[src/rtl/cmul_pkg.sv]
package cmul_pkg;
  // Reduction mode applied to every partial product cut
  typedef enum logic {
    CUT_TRUNC = 1'b0,
    CUT_ROUND = 1'b1
  } cut_mode_e;

  localparam int unsigned CMUL_DATA_W = 8;
  localparam int unsigned CMUL_NPROD  = 4;
endpackage

[src/rtl/cmul_prod_reduce.sv]
// One real multiplier followed by the cut back to input width.
// The product of two Q1.7 values is Q2.14. The redundant sign bit is dropped,
// an optional half LSB is added, and the result is saturated at the positive rail.
module cmul_prod_reduce #(
  parameter int unsigned W = 8
) (
  input  logic signed [W-1:0] x,
  input  logic signed [W-1:0] y,
  input  logic                round_en,
  output logic signed [W-1:0] q,
  output logic                sat
);
  localparam int unsigned PW   = 2 * W;
  localparam int unsigned FB   = W - 1;
  localparam int unsigned SW   = PW + 1 - FB;
  localparam logic [PW:0] HALF = (PW+1)'(1) << (FB - 1);
  localparam logic signed [SW-1:0] QMAX = SW'((1 << (W - 1)) - 1);

  logic signed [PW-1:0] prod;
  logic        [PW:0]   biased;
  logic signed [SW-1:0] shifted;

  always_comb begin
    prod    = PW'(x) * PW'(y);
    biased  = {prod[PW-1], prod} + (round_en ? HALF : '0);
    shifted = $signed(biased[PW:FB]);
    sat     = (shifted > QMAX);
    q       = sat ? QMAX[W-1:0] : shifted[W-1:0];
  end
endmodule

[src/rtl/cmul_combine.sv]
// Second pipeline stage: exact difference and sum with one growth bit.
module cmul_combine #(
  parameter int unsigned W = 8,
  localparam int unsigned OW = W + 1
) (
  input  logic                 clk,
  input  logic                 rst_n,
  input  logic                 load,
  input  logic signed [W-1:0]  p_rr,
  input  logic signed [W-1:0]  p_ii,
  input  logic signed [W-1:0]  p_ri,
  input  logic signed [W-1:0]  p_ir,
  output logic                 valid_q,
  output logic signed [OW-1:0] re_q,
  output logic signed [OW-1:0] im_q
);
  logic signed [OW-1:0] re_d, im_d;

  always_comb begin
    re_d = OW'(p_rr) - OW'(p_ii);
    im_d = OW'(p_ri) + OW'(p_ir);
  end

  always_ff @(posedge clk or negedge rst_n) begin
    if (!rst_n) begin
      valid_q <= 1'b0;
      re_q    <= '0;
      im_q    <= '0;
    end else begin
      valid_q <= load;
      if (load) begin
        re_q <= re_d;
        im_q <= im_d;
      end
    end
  end
endmodule

[src/rtl/cmul_fp.sv]
module cmul_fp #(
  parameter int unsigned DATA_W = cmul_pkg::CMUL_DATA_W,
  localparam int unsigned OUT_W = DATA_W + 1,
  localparam int unsigned NP    = cmul_pkg::CMUL_NPROD
) (
  input  logic                     clk,
  input  logic                     rst_n,
  input  logic                     valid_in,
  input  logic                     rnd_mode,
  input  logic signed [DATA_W-1:0] a_re,
  input  logic signed [DATA_W-1:0] a_im,
  input  logic signed [DATA_W-1:0] b_re,
  input  logic signed [DATA_W-1:0] b_im,
  output logic                     valid_out,
  output logic signed [OUT_W-1:0]  re_out,
  output logic signed [OUT_W-1:0]  im_out
);
  import cmul_pkg::*;

  // Product order: 0 = a_re*b_re, 1 = a_im*b_im, 2 = a_re*b_im, 3 = a_im*b_re
  logic signed [DATA_W-1:0] op_x [NP];
  logic signed [DATA_W-1:0] op_y [NP];
  logic signed [DATA_W-1:0] cut_d [NP];
  logic signed [DATA_W-1:0] cut_q [NP];
  logic        [NP-1:0]     sat_flags;
  logic                     stage1_valid;
  cut_mode_e                mode_in;

  assign mode_in = cut_mode_e'(rnd_mode);

  always_comb begin
    op_x[0] = a_re;  op_y[0] = b_re;
    op_x[1] = a_im;  op_y[1] = b_im;
    op_x[2] = a_re;  op_y[2] = b_im;
    op_x[3] = a_im;  op_y[3] = b_re;
  end

  for (genvar g = 0; g < NP; g++) begin : g_prod
    cmul_prod_reduce #(.W(DATA_W)) u_red (
      .x        (op_x[g]),
      .y        (op_y[g]),
      .round_en (mode_in == CUT_ROUND),
      .q        (cut_d[g]),
      .sat      (sat_flags[g])
    );

    always_ff @(posedge clk or negedge rst_n) begin
      if (!rst_n)        cut_q[g] <= '0;
      else if (valid_in) cut_q[g] <= cut_d[g];
    end
  end

  always_ff @(posedge clk or negedge rst_n) begin
    if (!rst_n) stage1_valid <= 1'b0;
    else        stage1_valid <= valid_in;
  end

  cmul_combine #(.W(DATA_W)) u_comb (
    .clk     (clk),
    .rst_n   (rst_n),
    .load    (stage1_valid),
    .p_rr    (cut_q[0]),
    .p_ii    (cut_q[1]),
    .p_ri    (cut_q[2]),
    .p_ir    (cut_q[3]),
    .valid_q (valid_out),
    .re_q    (re_out),
    .im_q    (im_out)
  );
endmodule

[config.mk]
export PLATFORM = sky130hd
export DESIGN_NAME = cmul_fp
export DESIGN_NICKNAME = d
export VERILOG_FILES = /design/src/rtl/cmul_pkg.sv /design/src/rtl/cmul_prod_reduce.sv /design/src/rtl/cmul_combine.sv /design/src/rtl/cmul_fp.sv
export SDC_FILE = /design/constraint.sdc
export NUM_CORES = 1
export LEC_CHECK = 0
export BUFFER_PORTS_ARGS = -buffer_cell sky130_fd_sc_hd__buf_2
export CORE_UTILIZATION = 50
export DETAILED_ROUTE_END_ITERATION = 8
export PLACE_DENSITY = 0.64
export SLEW_MARGIN = 30
export SYNTH_ARGS = -nofsm -noshare
export SYNTH_HDL_FRONTEND = slang
export SYNTH_HIERARCHICAL = 1
export SYNTH_SLANG_ARGS = --single-unit
export TNS_END_PERCENT = 50
[constraint.sdc]
create_clock -name clk -period 4.4 [get_ports clk]
set_input_delay 0.44 -clock clk [delete_from_list [all_inputs] [get_ports clk]]
set_output_delay 0.44 -clock clk [all_outputs]
set_load 0.02 [all_outputs]
==> impl_metrics.tcl, run 1 <==
set metrics [dict create \
    r2r_cells 3 \
    ys_warn_count 6 \
    status "finished with violations" \
    grt_pass1_vias 10480 \
    drive_gt1_share_pct 29.0 \
    via_per_inst 5.03 \
    r2r_start "stage1_valid$_DFF_PN0_" \
    postLayoutSetupSlackWorst_ns -0.245 \
    vdd_drop_max_v 0.000520 \
    numClockSinks 52 \
    crit_chain "buf_12, and2_4, fa_1, inv_1, fa_1, inv_1, fa_1, inv_1, fa_1, inv_2, ha_4, nand2_2, or3_4, a2111oi_4, o22ai_2, mux2_4, o21bai_4, mux2_4" \
    clk_latency_ns 0.30 \
    grt-ovfl-total 0 \
    fin_util_pct 64.5 \
    crit_path_end "cut_q[17]$_DFFE_PN0P_" \
    htreeDepth 2 \
    synth_fp_nets 1730 \
    p_leak_nw 8.28 \
    drc 0 \
    grt_usage_pct 24.3 \
    crit_type "in -> reg" \
    r2r-end "u_comb/im_q[5]$_DFFE_PN0P_" \
    antenna_left 0 \
    slew_violations 0 \
    drt_iter0_drc 531 \
    finalClockSkew_ns 0.0109 \
    io_pins 55 \
    clockBufferDepth 2 \
    r2r_setup_slack_ns 2.37 \
    crit_family "adder cells" \
    fp.dieArea_sq_um 26600 \
    wl_met2_mm 15.3 \
    cp_num_buf_inv 5 \
    firstDrtPassIters 4 \
    wl_met3_um 679 \
    cp.depth 18 \
    period_share_pct 106 \
    cts-buffers-inserted 5 \
    initial_core_util_pct 51.2 \
    io_buffers 54 \
    worstSetupStartpoint "a_im[5]" \
    final_common_cell "inv_1" \
    cap_violations 0 \
    nFillCells 2039 \
    hold_ws_ns 0.254 \
    drt_wl_total_mm 30.5 \
    final_nets 2003 \
    cp_max_fo 8 \
    post_dp_cell_area_sq_um 15100 \
    num_rows 58 \
    rsz0062_at_grt "true" \
    cts-root-buf "clkbuf_16" \
    vias 9788 \
    hpwl_mm 24.9 \
    syn_inst 1340 \
    failed_checks "setup timing" \
    hold_class "in -> async" \
    die_y_um 163 \
    path_clk_slew_ns 0.08 \
    num_antenna_cells 0 \
    grt_pass1_wl_mm 51.1 \
    die-width_um 163 \
    grt_max_degree 53 \
    pwr_density_cell_nw_per_um2 750 \
    cp.arrival_ns 4.84 \
    syn2layout_area_growth_pct 26.0 \
    setup_viol 27 \
    fmax_mhz 215 \
    syn_avg_cell_area_sq_um 9.68 \
    slew_headroom_pct 46.9 \
    core-area_sq_um 25300 \
    postCtsHoldBufs 0 \
    highest_layer "met4" \
    stdcell_area_sq_um 16300 \
    drt-wirelength-per-cell_um 15.7 \
    crit_slowest_cell "fa_1" \
    finalHoldViolations 0 \
    start_kind "input port" \
    setup_tns_ns -3.07 \
    layout_min_cycle_time_ns 4.65 \
    place_ws_ns -0.664 \
    netlist_area_sq_um 13000 \
    final_cell_mix "inv_1, fa_1, buf_4, and2_1, ha_1" \
    gp_congestion 0.887 \
    antenna_found_initial 0 \
    cts_tree "yes" \
    required_ns 4.59 \
    cpPeakStageDelay_ns 0.54 \
    tightestPinTransition_ns 0.797 \
    cpMostUsedCell "fa_1" \
    met1_length_mm 14.1 \
    end_kind "register" \
]
==> registers in the layout (all words and copies together) (netlist names) <==
name and cells:
cut_q 32, stage1_valid 1, u_comb/im_q 9, u_comb/re_q 9
u_comb/valid_q 1
==> per-layer routing <==
metal  up-vias  global-route usage (%)
met5         -                       0
met4         0                    4.29
met3        27                    1.93
met2       130                    43.6
met1      4881                    32.4
li1       4750                       -
==> report_power, final <==
part / internal (mW) / switching [mW]
Clock: 0.217 / 0.202
Combinational: 5.74 / 5.17
Sequential: 0.734 / 0.182
==> metrics by stage <==
step           cells  total power [mW]
5_1_grt         1944              13.5
6_report        1944              12.3
3_5_place_dp    1900              10.4
2_1_floorplan   1340              7.39
4_1_cts         1931              11.6
3_3_place_gp    1900              10.2
==> final cells by class <==
| cell class | count | area [sq um] | share of cell area, % |
|---|---|---|---|
| Sequential cell | 52 | 1300 | 7.96 |
| Clock buffer | 5 | 125 | 0.766 |
| Inverter | 314 | 1180 | 7.23 |
| Clock inverter | 3 | 27.5 | 0.168 |
| Multi-Input combinational cell | 963 | 11100 | 67.7 |
| Tap cell | 330 | 413 | 2.53 |
| Timing Repair Buffer | 277 | 2220 | 13.6 |
==> repair_timing <==
action                     CTS  global route
setup endpoints to repair   32            32
buffers inserted            23            13
resized for setup          130            62
pin swaps                   45            44
gates cloned                 2             0
==> worst min path at each step <==
stage | end | slack (ns) | start
after floorplan | cut_q[0]$_DFFE_PN0P_ | 0.14 | rst_n
after global placement | u_comb/im_q[3]$_DFFE_PN0P_ | 0.46 | u_comb/im_q[3]$_DFFE_PN0P_
after detailed placement | u_comb/re_q[6]$_DFFE_PN0P_ | 0.48 | u_comb/re_q[6]$_DFFE_PN0P_
after CTS | u_comb/re_q[1]$_DFFE_PN0P_ | 0.28 | rst_n
after global routing | cut_q[25]$_DFFE_PN0P_ | 0.33 | rst_n
final | u_comb/re_q[1]$_DFFE_PN0P_ | 0.25 | rst_n
No activity file was read; power rests on OpenSTA's default activity.
==> run 2: changes to the inputs <==
SYNTH_HIERARCHICAL = unset   (was 1)
==> run 2 against run 1 <==
Compared with the run above:
- non-clock buffer count increased by 38
- sequential cell count stayed put
- synthesized cell count is 5.7% higher
- via count up 5.2%
- sequential power down 2%
- final cell count increased by 4.2%
- the flow still finishes with violations (setup timing)
- final area is 2.3% higher
- clock skew about the same
- global-route usage grew 0.51 points
- clock-buffer cell count is 1 higher
- register-to-register slack worse by 0.40 ns
- core utilization is 1.5 points higher
==> impl_metrics.tcl, run 2 <==
set metrics [dict create \
    status "finished with violations" \
    failed_checks "setup timing" \
    r2r_setup_slack_ns 1.97 \
    syn_inst 1416 \
    layout_min_cycle_time_ns 5.02 \
    fin_util_pct 66.0 \
    cap_violations 0 \
    clk_latency_ns 0.31 \
    setup_tns_ns -15.27 \
    numClockSinks 52 \
    start_kind "input port" \
    slew_headroom_pct 38.3 \
    synth_fp_nets 1794 \
    antenna_found_initial 3 \
    cpMostUsedCell "fa_1" \
    final_nets 2072 \
    synth_top_family_by_area "adder cells" \
    postCtsHoldBufs 0 \
    pwr_density_cell_nw_per_um2 780 \
    ys_warn_count 0 \
    cts-buffers-inserted 5 \
    via_per_inst 5.08 \
    cp.arrival_ns 5.27 \
    clockBufferDepth 2 \
    hpwl_mm 26.2 \
    yosys.area.top_type "fa_1" \
    largest_register "cut_q" \
    end_kind "register" \
    r2r-end "u_comb.re_q[7]$_DFFE_PN0P_" \
    core-area_sq_um 25300 \
    gp_congestion 0.865 \
    vdd_drop_max_v 0.000438 \
    antenna_left 0 \
    finalClockSkew_ns 0.0108 \
    fp.dieArea_sq_um 26600 \
    grt_usage_pct 24.9 \
    yosysMostFrequentCell "inv_1" \
    netlist_area_sq_um 13000 \
    grt-ovfl-total 0 \
    setup_viol 32 \
    reg.largest.list "cut_q (32), u_comb.im_q (9), u_comb.re_q (9)" \
    synth_xor_area_share_pct 7.41 \
    fmax_mhz 199 \
    htreeDepth 2 \
    p_total_mw 13.0 \
    vias 10296 \
    synth_ff_type "dfrtp_1" \
    io_buffers 54 \
    cp_num_buf_inv 5 \
    synth-seq-cells 52 \
    period_share_pct 114 \
    synth_seq_area_share_pct 10.0 \
    rsz0062_at_grt "true" \
    crit_family "adder cells" \
    num_rows 58 \
    final_common_cell "inv_1" \
    firstDrtPassIters 5 \
    postLayoutSetupSlackWorst_ns -0.622 \
    largest_reg_flops 32 \
    final_cell_mix "inv_1, buf_4, fa_1, and2_1, ha_1" \
    synth_edf_count 0 \
    drt-wirelength-per-cell_um 15.4 \
    muxShareOfSynthArea_pct 2.33 \
    synthSimpleGateAreaFrac_pct 18.1 \
    cp_max_fo 8 \
    crit_slowest_cell "fa_1" \
    r2r_start "cut_q[17]$_DFFE_PN0P_" \
    synth_cell_types 73 \
    die-width_um 163 \
    synth_commonest_cells "inv_1, fa_1, and2_1" \
    initial_core_util_pct 51.3 \
    syn_avg_cell_area_sq_um 9.18 \
    synth_adder_area_share_pct 45.4 \
    required_ns 4.65 \
    drc 0 \
    p_leak_nw 8.31 \
    yosys-top-cells-area "fa_1, ha_1, dfrtp_1" \
    cts-root-buf "clkbuf_16" \
    finalHoldViolations 0 \
    cts_tree "yes" \
    grt_pass1_wl_mm 52.5 \
    synth_compound_area_share_pct 7.54 \
    die_y_um 163 \
    io_pins 55 \
    crit_chain "buf_12, and2_4, fa_1, inv_1, fa_1, inv_2, fa_1, fa_1, ha_4, buf_4, a21oi_4, buf_4, a32oi_2, and3b_1, o311a_1, nand4_1, nand2_1, o31ai_4, o32a_4" \
    drt_iter0_drc 399 \
    r2r_cells 11 \
    slew_violations 0 \
    grt_pass1_vias 10928 \
    crit_type "in -> reg" \
    syn2layout_area_growth_pct 28.6 \
    path_clk_slew_ns 0.07 \
    yosysTopAreaCellShare_pct 33.0 \
    synthArstFlopShare_pct 100 \
    tightestPinTransition_ns 0.926 \
    hold_class "in -> async" \
    cpPeakStageDelay_ns 0.59 \
    grt_max_degree 53 \
    drt_wl_total_mm 31.2 \
    drive_gt1_share_pct 28.6 \
]
[run 2: cells by family (layout without fill, tap and decap cells)]
kind of cell / Yosys count / in the layout
compound gates: 137 / 137
xor+xnor: 110 / 110
fa+ha+maj: 343 / 343
buf+inv: 321 / 600
flops: 52 / 52
mux: 28 / 28
other cells: 0 / 1
simple gates: 425 / 425
[run 2: layout make-up]
| type | instances | area, sq um |
|---|---|---|
| inverters | 277 | 1040 |
| well taps | 330 | 413 |
| repair buffers | 315 | 2580 |
| flip-flops and latches | 52 | 1300 |
| fillers | 2071 | 8620 |
| multi-input cells | 1043 | 11200 |
| clock buffers | 6 | 129 |
| diodes | 1 | 2.50 |
| clock inverters | 2 | 16.3 |
[run 2: layer usage]
layer  global-route usage, %  wire (um)
met5                       0         13
met4                    3.82        299
met3                    2.95       1330
met2                    43.2      15300
met1                    33.7      14200
[run 2: repair_timing]
action,4_1_cts,5_1_grt
gates resized for setup,132,56
cloned,0,0
pin swaps,102,43
endpoints found under the setup margin,32,32
buffers inserted,18,5
[run 2: per-stage QoR]
step / std cells / instance area [sq um] / hold slack (ns) / setup WS (ns)
2_1_floorplan: 1416 / 13500 / 0.144 / -0.764
3_3_place_gp: 1994 / 15600 / 0.483 / -1.02
3_5_place_dp: 1994 / 15600 / 0.487 / -1.11
4_1_cts: 2020 / 16400 / 0.285 / -0.550
5_1_grt: 2025 / 16700 / 0.309 / -0.770
6_report: 2026 / 16700 / 0.259 / -0.622
[run 2: power breakdown]
group / leakage, nW / switching [mW] / internal, mW
Clock: 0.0671 / 0.194 / 0.213
Sequential: 0.586 / 0.152 / 0.747
Combinational: 7.66 / 5.60 / 6.13
Total: 8.31 / 5.94 / 7.09
[run 2: how the worst max path moves through the flow]
stage | start | slack [ns] | depth (start not counted) | endpoint
floorplan | a_im[7] | -0.76 | 19 | cut_q[4]$_DFFE_PN0P_
global placement | a_im[1] | -1.02 | 19 | cut_q[17]$_DFFE_PN0P_
detailed placement | a_im[1] | -1.11 | 19 | cut_q[17]$_DFFE_PN0P_
CTS | b_im[0] | -0.55 | 18 | cut_q[17]$_DFFE_PN0P_
global route | a_im[3] | -0.77 | 18 | cut_q[21]$_DFFE_PN0P_
finish | a_im[3] | -0.62 | 19 | cut_q[21]$_DFFE_PN0P_
